`src/rtl/eoc_pkg.sv`:
```
package eoc_pkg;
  typedef enum logic [1:0] {
    CLS_RSP    = 2'b00,
    CLS_POSTED = 2'b01,
    CLS_NP_RD  = 2'b10,
    CLS_NP_WR  = 2'b11
  } pkt_cls_e;

  typedef enum logic {
    RK_READ = 1'b0,
    RK_DONE = 1'b1
  } rsp_kind_e;

  localparam int FLAG_N = 3;

  // bit order is the standard-layout order
  typedef struct packed {
    logic np;
    logic posted;
    logic rsp;
  } drop_flags_t;
endpackage

```
`src/rtl/eoc_classify.sv`:
```
module eoc_classify
  import eoc_pkg::*;
(
  input  logic        accept_i,
  input  pkt_cls_e    cls_i,
  output drop_flags_t hit_o,
  output logic        np_load_o,
  output rsp_kind_e   kind_o
);
  always_comb begin
    hit_o     = '0;
    np_load_o = 1'b0;
    kind_o    = RK_READ;
    if (accept_i) begin
      unique case (cls_i)
        CLS_RSP:    hit_o.rsp    = 1'b1;
        CLS_POSTED: hit_o.posted = 1'b1;
        CLS_NP_RD: begin
          hit_o.np  = 1'b1;
          np_load_o = 1'b1;
          kind_o    = RK_READ;
        end
        CLS_NP_WR: begin
          hit_o.np  = 1'b1;
          np_load_o = 1'b1;
          kind_o    = RK_DONE;
        end
        default: hit_o = '0;
      endcase
    end
  end
endmodule

```
`src/rtl/eoc_rsp_slot.sv`:
```
module eoc_rsp_slot
  import eoc_pkg::*;
#(
  parameter int TAG_W  = 5,
  parameter int UNIT_W = 5
) (
  input  logic              clk_i,
  input  logic              rst_ni,
  input  logic              load_i,
  input  rsp_kind_e         kind_i,
  input  logic [TAG_W-1:0]  tag_i,
  input  logic [UNIT_W-1:0] unit_i,
  input  logic              ready_i,
  output logic              valid_o,
  output rsp_kind_e         kind_o,
  output logic [TAG_W-1:0]  tag_o,
  output logic [UNIT_W-1:0] unit_o,
  output logic              err_o
);
  always_ff @(posedge clk_i or negedge rst_ni) begin
    if (!rst_ni) begin
      valid_o <= 1'b0;
      kind_o  <= RK_READ;
      tag_o   <= '0;
      unit_o  <= '0;
      err_o   <= 1'b0;
    end else if (load_i) begin
      valid_o <= 1'b1;
      kind_o  <= kind_i;
      tag_o   <= tag_i;
      unit_o  <= unit_i;
      err_o   <= 1'b1;
    end else if (valid_o && ready_i) begin
      valid_o <= 1'b0;
      err_o   <= 1'b0;
    end
  end
endmodule

```
`src/rtl/eoc_err_log.sv`:
```
module eoc_err_log
  import eoc_pkg::*;
#(
  parameter int LOG_W   = 8,
  parameter int VND_LSB = 4
) (
  input  logic             clk_i,
  input  logic             rst_ni,
  input  drop_flags_t      set_i,
  input  logic             mode_std_i,
  input  logic [LOG_W-1:0] clr_i,
  output logic [LOG_W-1:0] log_o
);
  localparam int VND_SUM = VND_LSB + FLAG_N;

  logic [FLAG_N-1:0] flag_q;
  logic [FLAG_N-1:0] set_vec;

  assign set_vec = set_i;

  for (genvar i = 0; i < FLAG_N; i++) begin : g_flag
    logic clr_hit;
    assign clr_hit = mode_std_i ? clr_i[i] : (clr_i[VND_LSB+i] | clr_i[VND_SUM]);
    // new event outranks a clear in the same cycle
    always_ff @(posedge clk_i or negedge rst_ni) begin
      if (!rst_ni)         flag_q[i] <= 1'b0;
      else if (set_vec[i]) flag_q[i] <= 1'b1;
      else if (clr_hit)    flag_q[i] <= 1'b0;
    end
  end

  always_comb begin
    log_o = '0;
    if (mode_std_i) begin
      log_o[FLAG_N-1:0] = flag_q;
    end else begin
      log_o[VND_LSB +: FLAG_N] = flag_q;
      log_o[VND_SUM]           = |flag_q;
    end
  end
endmodule

```
`src/rtl/eoc_terminator.sv`:
```
module eoc_terminator
  import eoc_pkg::*;
#(
  parameter int TAG_W   = 5,
  parameter int UNIT_W  = 5,
  parameter int LOG_W   = 8,
  parameter int VND_LSB = 4
) (
  input  logic              clk_i,
  input  logic              rst_ni,
  input  logic              link_absent_i,
  input  logic              pkt_valid_i,
  output logic              pkt_ready_o,
  input  logic [1:0]        pkt_class_i,
  input  logic [TAG_W-1:0]  pkt_tag_i,
  input  logic [UNIT_W-1:0] pkt_unit_i,
  output logic              rsp_valid_o,
  input  logic              rsp_ready_i,
  output logic              rsp_kind_o,
  output logic [TAG_W-1:0]  rsp_tag_o,
  output logic [UNIT_W-1:0] rsp_unit_o,
  output logic              rsp_err_o,
  input  logic              log_mode_i,
  input  logic [LOG_W-1:0]  log_clr_i,
  output logic [LOG_W-1:0]  log_o
);
  drop_flags_t hit;
  logic        np_load;
  logic        accept;
  rsp_kind_e   kind_in;
  rsp_kind_e   kind_q;

  // single pending slot: stall input while a response waits
  assign pkt_ready_o = link_absent_i & ~rsp_valid_o;
  assign accept      = pkt_valid_i & pkt_ready_o;

  eoc_classify u_cls (
    .accept_i (accept),
    .cls_i    (pkt_cls_e'(pkt_class_i)),
    .hit_o    (hit),
    .np_load_o(np_load),
    .kind_o   (kind_in)
  );

  eoc_rsp_slot #(.TAG_W(TAG_W), .UNIT_W(UNIT_W)) u_slot (
    .clk_i  (clk_i),
    .rst_ni (rst_ni),
    .load_i (np_load),
    .kind_i (kind_in),
    .tag_i  (pkt_tag_i),
    .unit_i (pkt_unit_i),
    .ready_i(rsp_ready_i),
    .valid_o(rsp_valid_o),
    .kind_o (kind_q),
    .tag_o  (rsp_tag_o),
    .unit_o (rsp_unit_o),
    .err_o  (rsp_err_o)
  );

  assign rsp_kind_o = kind_q;

  eoc_err_log #(.LOG_W(LOG_W), .VND_LSB(VND_LSB)) u_log (
    .clk_i     (clk_i),
    .rst_ni    (rst_ni),
    .set_i     (hit),
    .mode_std_i(log_mode_i),
    .clr_i     (log_clr_i),
    .log_o     (log_o)
  );
endmodule

```
`config.mk`:
```
export PLATFORM = sky130hd
export DESIGN_NAME = eoc_terminator
export DESIGN_NICKNAME = d
export VERILOG_FILES = /design/src/rtl/eoc_pkg.sv /design/src/rtl/eoc_classify.sv /design/src/rtl/eoc_rsp_slot.sv /design/src/rtl/eoc_err_log.sv /design/src/rtl/eoc_terminator.sv
export SDC_FILE = /design/constraint.sdc
export NUM_CORES = 1
export LEC_CHECK = 0
export BUFFER_PORTS_ARGS = -buffer_cell sky130_fd_sc_hd__buf_2
export CAP_MARGIN = 20
export CORE_ASPECT_RATIO = 1.25
export CORE_MARGIN = 2
export CORE_UTILIZATION = 42
export CTS_BUF_LIST = sky130_fd_sc_hd__clkbuf_2
export DETAILED_ROUTE_END_ITERATION = 8
export HOLD_SLACK_MARGIN = 0.06
export PLACE_DENSITY = 0.9
export SYNTH_ARGS = -nofsm -noshare
export SYNTH_HDL_FRONTEND = slang
export SYNTH_SLANG_ARGS = --single-unit
export TNS_END_PERCENT = 10
```
`constraint.sdc`:
```
create_clock -name clk_i -period 1.5 [get_ports clk_i]
set_input_delay 0.3 -clock clk_i [delete_from_list [all_inputs] [get_ports clk_i]]
set_output_delay 0.3 -clock clk_i [all_outputs]
set_load 0.05 [all_outputs]
```
==> summary by stage, run 1 <==
Run status
The flow ran to the end, but the final reports show violations. The final reports fail on setup timing.

Power and ir drop
For this design the static power due to leakage is 0.0005977 uW. The maximum vdd ir drop is 754.5 uV. In this run the power density over the cells is 1252 mW/mm^2.

Drt
The number of nets still failing antenna checks after routing is 0. The routed wirelength normalized by instance count is 13.45 um. The total wirelength of the detailed-routed design is 1628 um. The residual DRC count is 0. The number of detailed-route iterations in the first pass is 4. The first routing iteration left 6 violations. The total number of vias is 581.

Dividing the detail-routed via count by the number of cells gives 4.802.

Clocking
The later pin in the worst-skew pair is clocked with a latency of 0.27 ns. The number of clock buffers inserted by TritonCTS is 3. The clock-pin slew on the worst setup and hold paths is 0.14 ns.

The tree is rooted in a sky130_fd_sc_hd__clkbuf_2. The deepest clock path buffer count is 2. TritonCTS built the clock tree. The tree built by TritonCTS fans out to 15 sinks.

In this run the number of H-tree levels came out at 1.

Synthesis
The flip-flop cell with the highest count after synthesis is sky130_fd_sc_hd__dfrtp_1. The number of storage elements in the synthesis netlist is 15. Yosys printed 0 warnings. After synthesis, the cell types taking the most area are sky130_fd_sc_hd__dfrtp_1 52%, sky130_fd_sc_hd__mux2_4 17%, sky130_fd_sc_hd__mux2_2 4.7%. Yosys mapped a number of flops with a built-in enable equal to 0. By instance count, the leading cell after synthesis is sky130_fd_sc_hd__dfrtp_1. The synthesized netlist net count is 78. Of all cell types, the one taking the most synthesized area is sky130_fd_sc_hd__dfrtp_1. The gate count of the mapped netlist is 52. The post-synthesis instance area is 715.7 sq um. Counting flops with an async set or reset pin after synthesis yields a share of 100.0%. In this run the mean area of a mapped cell was 13.76 sq um.

The sequential share of the synthesized area is 52.45%. Of the post-synthesis cell area, the dominant cell type holds 52.45%. In this run, distinct cell masters in the synthesized netlist total 16. The commonest cells after synthesis are 15 x sky130_fd_sc_hd__dfrtp_1, 8 x sky130_fd_sc_hd__mux2_4, 5 x sky130_fd_sc_hd__inv_1.

Floorplanning
In this run the core area contains 16 standard-cell rows. The starting utilization of the core area is 45.25%. The floorplan step set the die height to 50.15 um. The die width is 40.92 um.

The placeable core area is 0.001582 sq mm. The die covers 0.002052 sq mm. The number of top-level design ports is 48.

Final layout
The post-layout net count is 130. The fill cell instance count of the final layout is 130. The sequential cells in the finished layout cover a total of 375.4 sq um. The number of antenna diodes in the final layout is 0. Relative to the synthesized area, the layout overhead comes to 44.93%. The share of post-route cells with drive strength above 1 is 66.99%. Summing all multi-input logic gate instances after layout gives 320.3 sq um.

Timing
Static timing analysis puts the maximum clock frequency at 602.4 MHz. In the finished design, the share of the clock period the worst path needs comes to 110.7%. Across all hold checks on the routed design, the worst slack comes to 0.1862 ns. Setup repair after global routing could not meet its margin everywhere. The largest clock skew in the final design is 0.001003 ns. The time the final worst path needs with I/O delays and setup is 1.660 ns. The number of hold violations in the final report was 0. Setup violations remaining at the end of the flow were counted as 2. The count of pins over their slew limit is 0. Setup slack on the critical path of the routed design comes to -0.1599 ns.

Placement
The number of I/O port buffers is 45. The routability congestion estimate is 0.6390. The worst setup slack after placement is 0.09717 ns.

The detailed-placement wirelength estimate is 1149 um.

Flow run
Across the run, the number of max-cap violations was 0.

Worst hold path
The tightest min-delay check is of the input pin to register type.

Global routing
The number of antenna violations at the first check in global routing is 0. The residual overflow from global routing is 0. Global routing consumed, over all layers together, 16.80% of the routing resources.

The largest net degree at the start of global routing is 16. The first-pass GRT wire length is 2290 um. The number of global-route vias before repair came to 560.

Setup path
Data on the critical path arrives at its endpoint at 1.36 ns. The worst-path maximum fanout is 2. The required time of the critical path is 1.20 ns.

The worst setup path is captured at an output pin. The type of the worst setup path is register to output pin. The worst setup path is launched from a register.
## path summary, 6_finish.rpt
| kind | startpoint | end | slack [ns] | cells past startpoint |
|---|---|---|---|---|
| hold reg to reg | u_slot.tag_o[4] | u_slot.tag_o[4] | 0.52 | 1 |
| setup reg to reg | u_slot.valid_o | u_slot.kind_o | 0.18 | 2 |
| setup / recovery | u_log.flag_q[2] | log_o[7] | -0.16 | 3 |
| min in group asynchronous | rst_ni | u_slot.tag_o[1] | 0.44 | 2 |
| hold / removal | rsp_ready_i | u_slot.valid_o | 0.19 | 2 |
| max in group asynchronous | rst_ni | u_slot.tag_o[0] | 0.82 | 2 |
## area by class of cell
| cell class | instances | area share (%) |
|---|---|---|
| clock inverter | 1 | 0.4825 |
| inverter | 5 | 1.809 |
| clock buffer | 3 | 1.448 |
| multi-input combinational | 29 | 30.88 |
| timing repair buffer | 50 | 27.02 |
| sequential | 15 | 36.19 |
| tap | 18 | 2.171 |
## layout by cell type (no fill, tap or decap), types with 2 or more instances in the layout
master / count
sky130_fd_sc_hd__inv_1: 5
sky130_fd_sc_hd__nor2b_4: 3
sky130_fd_sc_hd__buf_2: 42
sky130_fd_sc_hd__nand2_1: 3
sky130_fd_sc_hd__or4b_1: 3
sky130_fd_sc_hd__buf_6: 2
sky130_fd_sc_hd__o221ai_1: 2
sky130_fd_sc_hd__buf_4: 4
sky130_fd_sc_hd__mux2_2: 3
sky130_fd_sc_hd__dfrtp_1: 15
sky130_fd_sc_hd__clkbuf_2: 3
sky130_fd_sc_hd__mux2_4: 8
## critical path: stages (launching register included)
cell and delay (ns):
sky130_fd_sc_hd__dfrtp_1 0.41, sky130_fd_sc_hd__nor2b_4 0.13, sky130_fd_sc_hd__or3_1 0.38, sky130_fd_sc_hd__buf_6 0.16
## metal layers
metal	track usage (%)	routed length, um
met2	30.47	940
met5	0	0
met4	6.667	7
met1	16.62	591
met3	3.982	89
## flip-flops by register name, summed over array words and instances, names as in the netlist
signal	flops
u_slot.unit_o	5
u_slot.tag_o	5
u_slot.kind_o	1
u_slot.valid_o	1
u_log.flag_q	3
## repair_timing
item | in CTS | in global routing
gates resized for setup | 4 | 5
endpoints found under the hold margin | 15 | 0
endpoints found under the setup margin | 1 | 4
hold buffers | 1 | 0
buffers inserted | 2 | 2
pin swaps | 1 | 1
## cell families (layout without fill, tap and decap cells)
| kind of cell | count (synthesis) | after routing | share of synthesized area, % |
|---|---|---|---|
| flip-flops | 15 | 15 | 52.45 |
| AND/OR/NAND/NOR | 13 | 13 | 15.03 |
| multiplexers | 11 | 11 | 21.50 |
| buffers and inverters | 8 | 59 | 6.293 |
| AO/OA/AOI/OAI | 4 | 4 | 4.196 |
| other | 1 | 1 | 0.5240 |
## power breakdown
part           switching, uW  internal (uW)
clock network            121           60.4
registers               40.7            480
logic                    404            193
## stage by stage
stage	utilization, %	total power, uW	cell area, sq um	cells	TNS, ns
detailed placement	59.89	1105	947.2	112	0
finish	65.59	1298	1037	121	-0.2198
global placement	59.89	1092	947.2	112	0
global route	65.59	1370	1037	121	-0.4298
floorplan	-	961.4	725.7	52	-0.2612
CTS	63.77	1301	1008	119	-0.1696
No activity file was read; power rests on OpenSTA's default activity.
==> run 2: changes to the inputs <==
--- a/config.mk
+++ b/config.mk
@@ -17,4 +17,4 @@
 export SYNTH_ARGS = -nofsm -noshare
 export SYNTH_HDL_FRONTEND = slang
 export SYNTH_SLANG_ARGS = --single-unit
-export TNS_END_PERCENT = 10
+export TNS_END_PERCENT = 50
==> run 2 against run 1 <==
  * The flow still finishes with violations (setup timing)
  * Via count up 1.7%
  * Flip-flop and latch count is the same
  * Sequential power hardly changed
  * Power rose by 0.52%
  * Final area decreased by 0.24%
  * First-iteration DRC count fell by 83%
  * Critical path depth stayed put
  * Register-to-register slack is essentially flat
  * Non-clock buffer count decreased by 1
  * Setup slack gained 0.024 ns
==> summary by stage, run 2 (same netlist as run 1, synthesis figures left out) <==
Power and ir drop
The power per standard cell area is 1261 mW/mm^2. The standby leakage power is 0.0005907 uW. The maximum vdd ir drop is 846.6 uV.

Timing
Setup repair after global routing could not meet its margin everywhere. After layout, the worst path uses 109.1% of the clock period. Subtracting the final worst setup slack from the clock period gives 1.636 ns. The count of pins over their slew limit is 0. The highest clock frequency the design can meet is 611.1 MHz.

On the final layout, the worst clock skew is 0.005625 ns. The count of endpoints failing setup in the final report is 1. The number of hold violations in the final report is 0. The final setup TNS is -0.1363 ns. The worst-case setup margin in the final layout is -0.1363 ns.

Flow run
The max-capacitance violation count is 0.

Floorplanning
48 I/O pins were placed. In this run the vertical extent of the chip is 50.15 um. The die covers 0.002052 sq mm. The region available for standard cell placement spans 0.001582 sq mm. In this run the core area contains 16 standard-cell rows.

The starting utilization of the core area is 45.25%. The die width is 40.92 um.

Final layout
The library cells used most frequently in the layout, excluding fill and tap cells, are 40 x sky130_fd_sc_hd__buf_2, 14 x sky130_fd_sc_hd__dfrtp_1, 8 x sky130_fd_sc_hd__mux2_4. The number of antenna diodes in the final layout is 0. The commonest non-fill, non-tap cell in the layout is sky130_fd_sc_hd__buf_2. The post-layout net count is 129. The largest registers in the layout are u_slot.tag_o x5, u_slot.unit_o x5, u_log.flag_q x3. In the final layout, the share of cells above drive strength 1 is 67.65%. The final cell count without fillers is 120. The share of the core filled with cells is 65.43%. The area growth from synthesis to layout is 44.58%.

Clocking
TritonCTS built the clock tree. Clock-pin slew was measured on the worst setup and hold paths at 0.14 ns. The clock latency on the worst-skew pair is 0.27 ns. Counting the buffers created by CTS gives 3. The H-tree depth is 1. The clock passes through at most 2 buffers. The clock root buffer master is sky130_fd_sc_hd__clkbuf_2. Clock tree synthesis found a total of 15 sinks.

Run status
The run finished, with violations left. The checks that failed: setup timing.

Global routing
The largest net degree at the start of global routing is 16. The residual overflow from global routing is 0. The number of antenna violations at the first check in global routing is 0. The number of global-route vias before repair is 595. The combined global-route utilization of all metal layers is 17.55%. The first-pass GRT wire length is 2346 um.

Placement
Port buffering added 45 buffers. The routability congestion estimate is 0.6313. The detailed-placement wirelength estimate is 1241 um. The number of placed instances with taps included is 112.

Drt
For this block, the via count after detailed routing is 591. The via count normalized by instance count is 4.925. In this run the remaining antenna-violating nets after routing total 0.

The routed wirelength normalized by instance count is 13.37 um. In this run, the number of DRC markers left after iteration 0 of detailed routing was 1. After detailed routing, the number of remaining DRC violations is 0.

Summed over all layers, the routed wires come to 1604 um. The number of detailed-route iterations in the first pass is 2.

Worst hold path
The worst hold path belongs to the class input pin to register.

Setup path
The worst setup path is captured at an output pin. STA puts the critical path data arrival time at 1.34 ns. The required time of the critical path is 1.20 ns. The worst setup path is launched from a register.

The worst-path maximum fanout is 2. The type of the worst setup path is register to output pin.
run 2: cell count changes in the layout (fill, tap and decap cells not counted), sizes merged:
cell / delta
clkinv: -1
clkbuf: +1
buf: -1
run 2: report_power, final:
| part | total, uW | internal [uW] | switching, uW |
|---|---|---|---|
| logic | 594 | 191 | 402 |
| registers | 523 | 480 | 43.1 |
| clock network | 188 | 70.7 | 117 |
| total | 1300 | 742 | 563 |
run 2: layer usage:
metal	global-route usage, %	vias to the layer above	part of all wire (%)
met1	14.75	283	33
met5	0	-	0
met3	2.655	2	6.4
li1	-	281	-
met2	33.59	25	60
met4	10.00	0	0.75
run 2: stage by stage:
stage	cell area, sq um	hold WS (ns)	setup WS (ns)	total power [uW]
3_5_place_dp	948.4	0.2139	0.08448	1108
2_1_floorplan	726.9	0.004409	-0.09952	961.8
5_1_grt	1035	0.1380	-0.2302	1375
4_1_cts	1012	0.1617	-0.1590	1312
6_report	1035	0.1790	-0.1363	1305
3_3_place_gp	948.4	0.2113	0.1119	1092
run 2: layout make-up:
| type | instances | area [sq um] |
|---|---|---|
| timing repair buffer | 49 | 281.5 |
| fill | 129 | 546.8 |
| multi-input combinational | 29 | 315.3 |
| clock buffer | 4 | 20.02 |
| inverter | 5 | 18.77 |
| tap | 18 | 22.52 |
| sequential | 15 | 376.6 |
run 2: path summary, 6_finish.rpt:
path                              endpoint             from  slack (ns)  cells after the start
max in group asynchronous   u_slot.valid_o           rst_ni        0.79                      2
max reg2reg                u_slot.tag_o[3]   u_slot.valid_o        0.18                      2
min                         u_slot.valid_o      rsp_ready_i        0.18                      2
min reg2reg                  u_slot.kind_o    u_slot.kind_o        0.53                      1
max                               log_o[7]  u_log.flag_q[0]       -0.14                      3
min in group asynchronous  u_slot.tag_o[1]           rst_ni        0.45                      2
run 2: timing repair:
action | CTS | global route
setup endpoints to repair | 1 | 5
gates resized for setup | 3 | 10
hold buffers | 1 | 0
pin swaps | 1 | 1
hold endpoints to repair | 15 | 0
buffers inserted | 3 | 0
run 2: worst max-delay path: stages (launching register included):
cell and delay, ns:
sky130_fd_sc_hd__dfrtp_1 0.40, sky130_fd_sc_hd__nor2b_4 0.13, sky130_fd_sc_hd__or3_1 0.38, sky130_fd_sc_hd__buf_6 0.16
==> run 3: changes to the inputs <==
--- a/config.mk
+++ b/config.mk
@@ -7,7 +7,6 @@
 export LEC_CHECK = 0
 export BUFFER_PORTS_ARGS = -buffer_cell sky130_fd_sc_hd__buf_2
 export CAP_MARGIN = 20
-export CORE_ASPECT_RATIO = 1.25
 export CORE_MARGIN = 2
 export CORE_UTILIZATION = 42
 export CTS_BUF_LIST = sky130_fd_sc_hd__clkbuf_2
==> run 3 against run 2 <==
  * The run still ends with setup timing left
  * Routed wire length shrank 1.2%
  * Via count up 0.51%
  * Clock skew shrank 0.0012 ns
  * Maximum frequency fell by 0.35%
  * Non-clock buffer count grew 1
  * Clock power down 4%
  * Setup slack worse by 0.0058 ns
  * Sequential share of layout area is 0.27 points higher
  * Sequential power barely moved
  * Die area hardly changed
  * Register-to-register slack better by 0.02 ns
  * Largest power group unchanged
  * Highest routed layer unchanged
==> summary by stage, run 3 (same netlist as run 1, synthesis figures left out) <==
Run status
The run finished, with violations left. The final reports fail on setup timing.

Floorplanning
Measured along the x axis, the die boundary spans 45.28 um. The placeable core area is 0.001559 sq mm. The starting utilization of the core area is 45.91%. For this design the top-level I/O count stands at 48. The height of the die is 45.28 um.

The floorplan step defined a die boundary enclosing 0.002050 sq mm. The number of placement rows is 14.

Clocking
The sink count of the clock tree is 15. The number of clock buffers inserted by TritonCTS is 3. The TritonCTS clock tree is built.

The deepest clock path buffer count is 2. In this run the number of H-tree levels came out at 1. The clock latency on the worst-skew pair is 0.26 ns. The clock-pin slew on the worst setup and hold paths is 0.13 ns. In this run the clock root is driven by a sky130_fd_sc_hd__clkbuf_2.

Drt
The total wirelength of the detailed-routed design is 1584 um. The DRC violation total after the first TritonRoute iteration is 1. For this run, design rule violations remaining after detail routing come to 0.

After detailed routing, the average wire length per cell comes to 13.31 um. The first detailed-routing pass ran for 3 iterations. In this run the remaining antenna-violating nets after routing total 0. Dividing the detail-routed via count by the number of cells gives 4.992.

The total number of vias is 594.

Final layout
The count of inserted antenna diode cells is 0. The commonest non-fill, non-tap cell in the layout is sky130_fd_sc_hd__buf_2. In the final layout, the registers with the most flip-flops are u_slot.tag_o x5, u_slot.unit_o x5, u_log.flag_q x3. At the end of the flow the core is filled with cells to 65.89%. The sequential standard cell area is 376.6 sq um. Compared with the post-synthesis result, the final layout area differs by 43.53%. After filler insertion, the fill cell instance count of the layout stands at 134.

Leaving out fill and tap cells, the most frequent cells in the layout are 44 x sky130_fd_sc_hd__buf_2, 14 x sky130_fd_sc_hd__dfrtp_1, 8 x sky130_fd_sc_hd__mux2_4. Summing all multi-input logic gate instances after layout gives 320.3 sq um. The share of post-route cells with drive strength above 1 is 68.93%. The final cell area excluding filler cells is 0.001027 sq mm. At the end of the flow, the number of nets in the layout was 130.

Global routing
The number of global-route vias before repair came to 601. The first global-routing pass estimated 2408 um of wire. The number of antenna violations at the first check in global routing is 0. The residual overflow from global routing is 0. Entering global routing, the biggest net connects 16 pins. For this run, the total global-route usage over all layers was measured as 16.79%.

Timing
The count of endpoints failing setup in the final report is 3. The number of hold violations in the final report is 0. The count of pins over their slew limit was 0. Derived from the worst setup path, the maximum achievable clock frequency is 609.0 MHz. Summed over all failing endpoints, the final setup total negative slack is -0.2272 ns. After layout, the worst setup slack is -0.1420 ns.

The time the final worst path needs with I/O delays and setup is 1.642 ns. The largest clock skew in the final design is 0.004402 ns. Setup repair after global routing could not meet its margin everywhere.

The fraction of the cycle the final worst path needs is 109.5%.

Placement
The routability congestion estimate is 0.7798. The placed instances occupy a cell area of 945.9 sq um. The count of buffers added on input and output ports is 45. The wire-length estimate of the detail-placed layout is 1137 um.

Flow run
The tool flagged a number of max-cap violations equal to 0.

Setup path
The critical path ends at log_o[7]. STA classifies the critical path startpoint as a register. The path length in cells of the critical path is 3. The required time of the critical path is 1.20 ns.

The peak per-stage delay on the critical path is 0.42 ns. The terminus of the critical flop-to-flop path is u_slot.unit_o[4]. The worst reg2reg path startpoint is u_slot.valid_o. At the worst endpoint, the arrival time is 1.34 ns. The kind of cell adding the most delay to the critical path is simple AND/OR/NAND/NOR gates. Measured in cells, the most critical reg-to-reg path has a length of 2. In this run the worst path has a maximum fanout of 2. The critical path goes through nor2b_4 > or3_4 > buf_6. The critical path starts at u_log.flag_q[0].

STA classifies the critical path endpoint as an output pin. The cell with the largest stage delay on the worst path is sky130_fd_sc_hd__dfrtp_1. The slack of the worst reg-to-reg path is 0.20 ns. Counting both buffers and inverters, the worst setup path holds a total of 1. The setup path with the least slack is of type register to output pin.

Power and ir drop
In this run the static leakage power is 0.0005930 uW. The power per standard cell area is 1258 mW/mm^2. The maximum vdd ir drop is 1072 uV.

Worst hold path
The worst min-delay path category is input pin to register.
[run 3: changes by cell type in the layout (fill, tap and decap cells not counted), sizes merged]
cell | previous run | this run
clkbuf | 5 | 4
buf | 47 | 49
[run 3: report_power, final]
part / internal, uW / switching [uW]
Combinational: 190 / 400
Sequential: 480 / 41.4
Clock: 70.8 / 111
[run 3: per-layer routing]
layer / vias up / GRT usage (%) / wire length (um)
met4: 0 / 10.59 / 80
met2: 35 / 29.14 / 806
met3: 8 / 3.200 / 116
li1: 281 / - / -
met1: 270 / 18.65 / 580
met5: - / 0 / 0
[run 3: layout make-up]
| cell class | count | share of cell area [%] |
|---|---|---|
| Inverter | 5 | 1.827 |
| Multi-Input combinational cell | 29 | 31.18 |
| Clock buffer | 4 | 1.949 |
| Timing Repair Buffer | 50 | 26.43 |
| Sequential cell | 15 | 36.66 |
| Tap cell | 16 | 1.949 |
[run 3: worst min-delay path by stage]
stage / from / endpoint / depth (start not counted)
floorplan: rst_ni / u_log.flag_q[0] / 0
global placement: rst_ni / u_slot.unit_o[3] / 1
detailed placement: rst_ni / u_slot.unit_o[3] / 1
CTS: rsp_ready_i / u_slot.valid_o / 2
global route: rsp_ready_i / u_slot.valid_o / 2
finish: rsp_ready_i / u_slot.valid_o / 2
[run 3: what timing repair did]
| action | in CTS | in global routing |
|---|---|---|
| hold endpoints to repair | 15 | 0 |
| endpoints found under the setup margin | 1 | 3 |
| hold buffers | 1 | 0 |
| resized for setup | 5 | 0 |
| setup buffers | 2 | 2 |
| pin swaps | 1 | 0 |
[run 3: stage by stage]
step | setup slack, ns | hold WS, ns | instances | power (uW)
floorplan | -0.09952 | 0.004409 | 52 | 961.8
global placement | 0.1162 | 0.2096 | 110 | 1091
detailed placement | 0.06628 | 0.2144 | 110 | 1102
CTS | -0.1568 | 0.1714 | 117 | 1309
global route | -0.1862 | 0.1644 | 119 | 1363
finish | -0.1420 | 0.1937 | 119 | 1293
[run 3: worst reg2reg max path: cells and delay by family, from the launching register on]
| kind | cells | cell delay, ns |
|---|---|---|
| multiplexers | 1 | 0.39 |
| flip-flops | 1 | 0.46 |
| AND/OR/NAND/NOR | 1 | 0.35 |
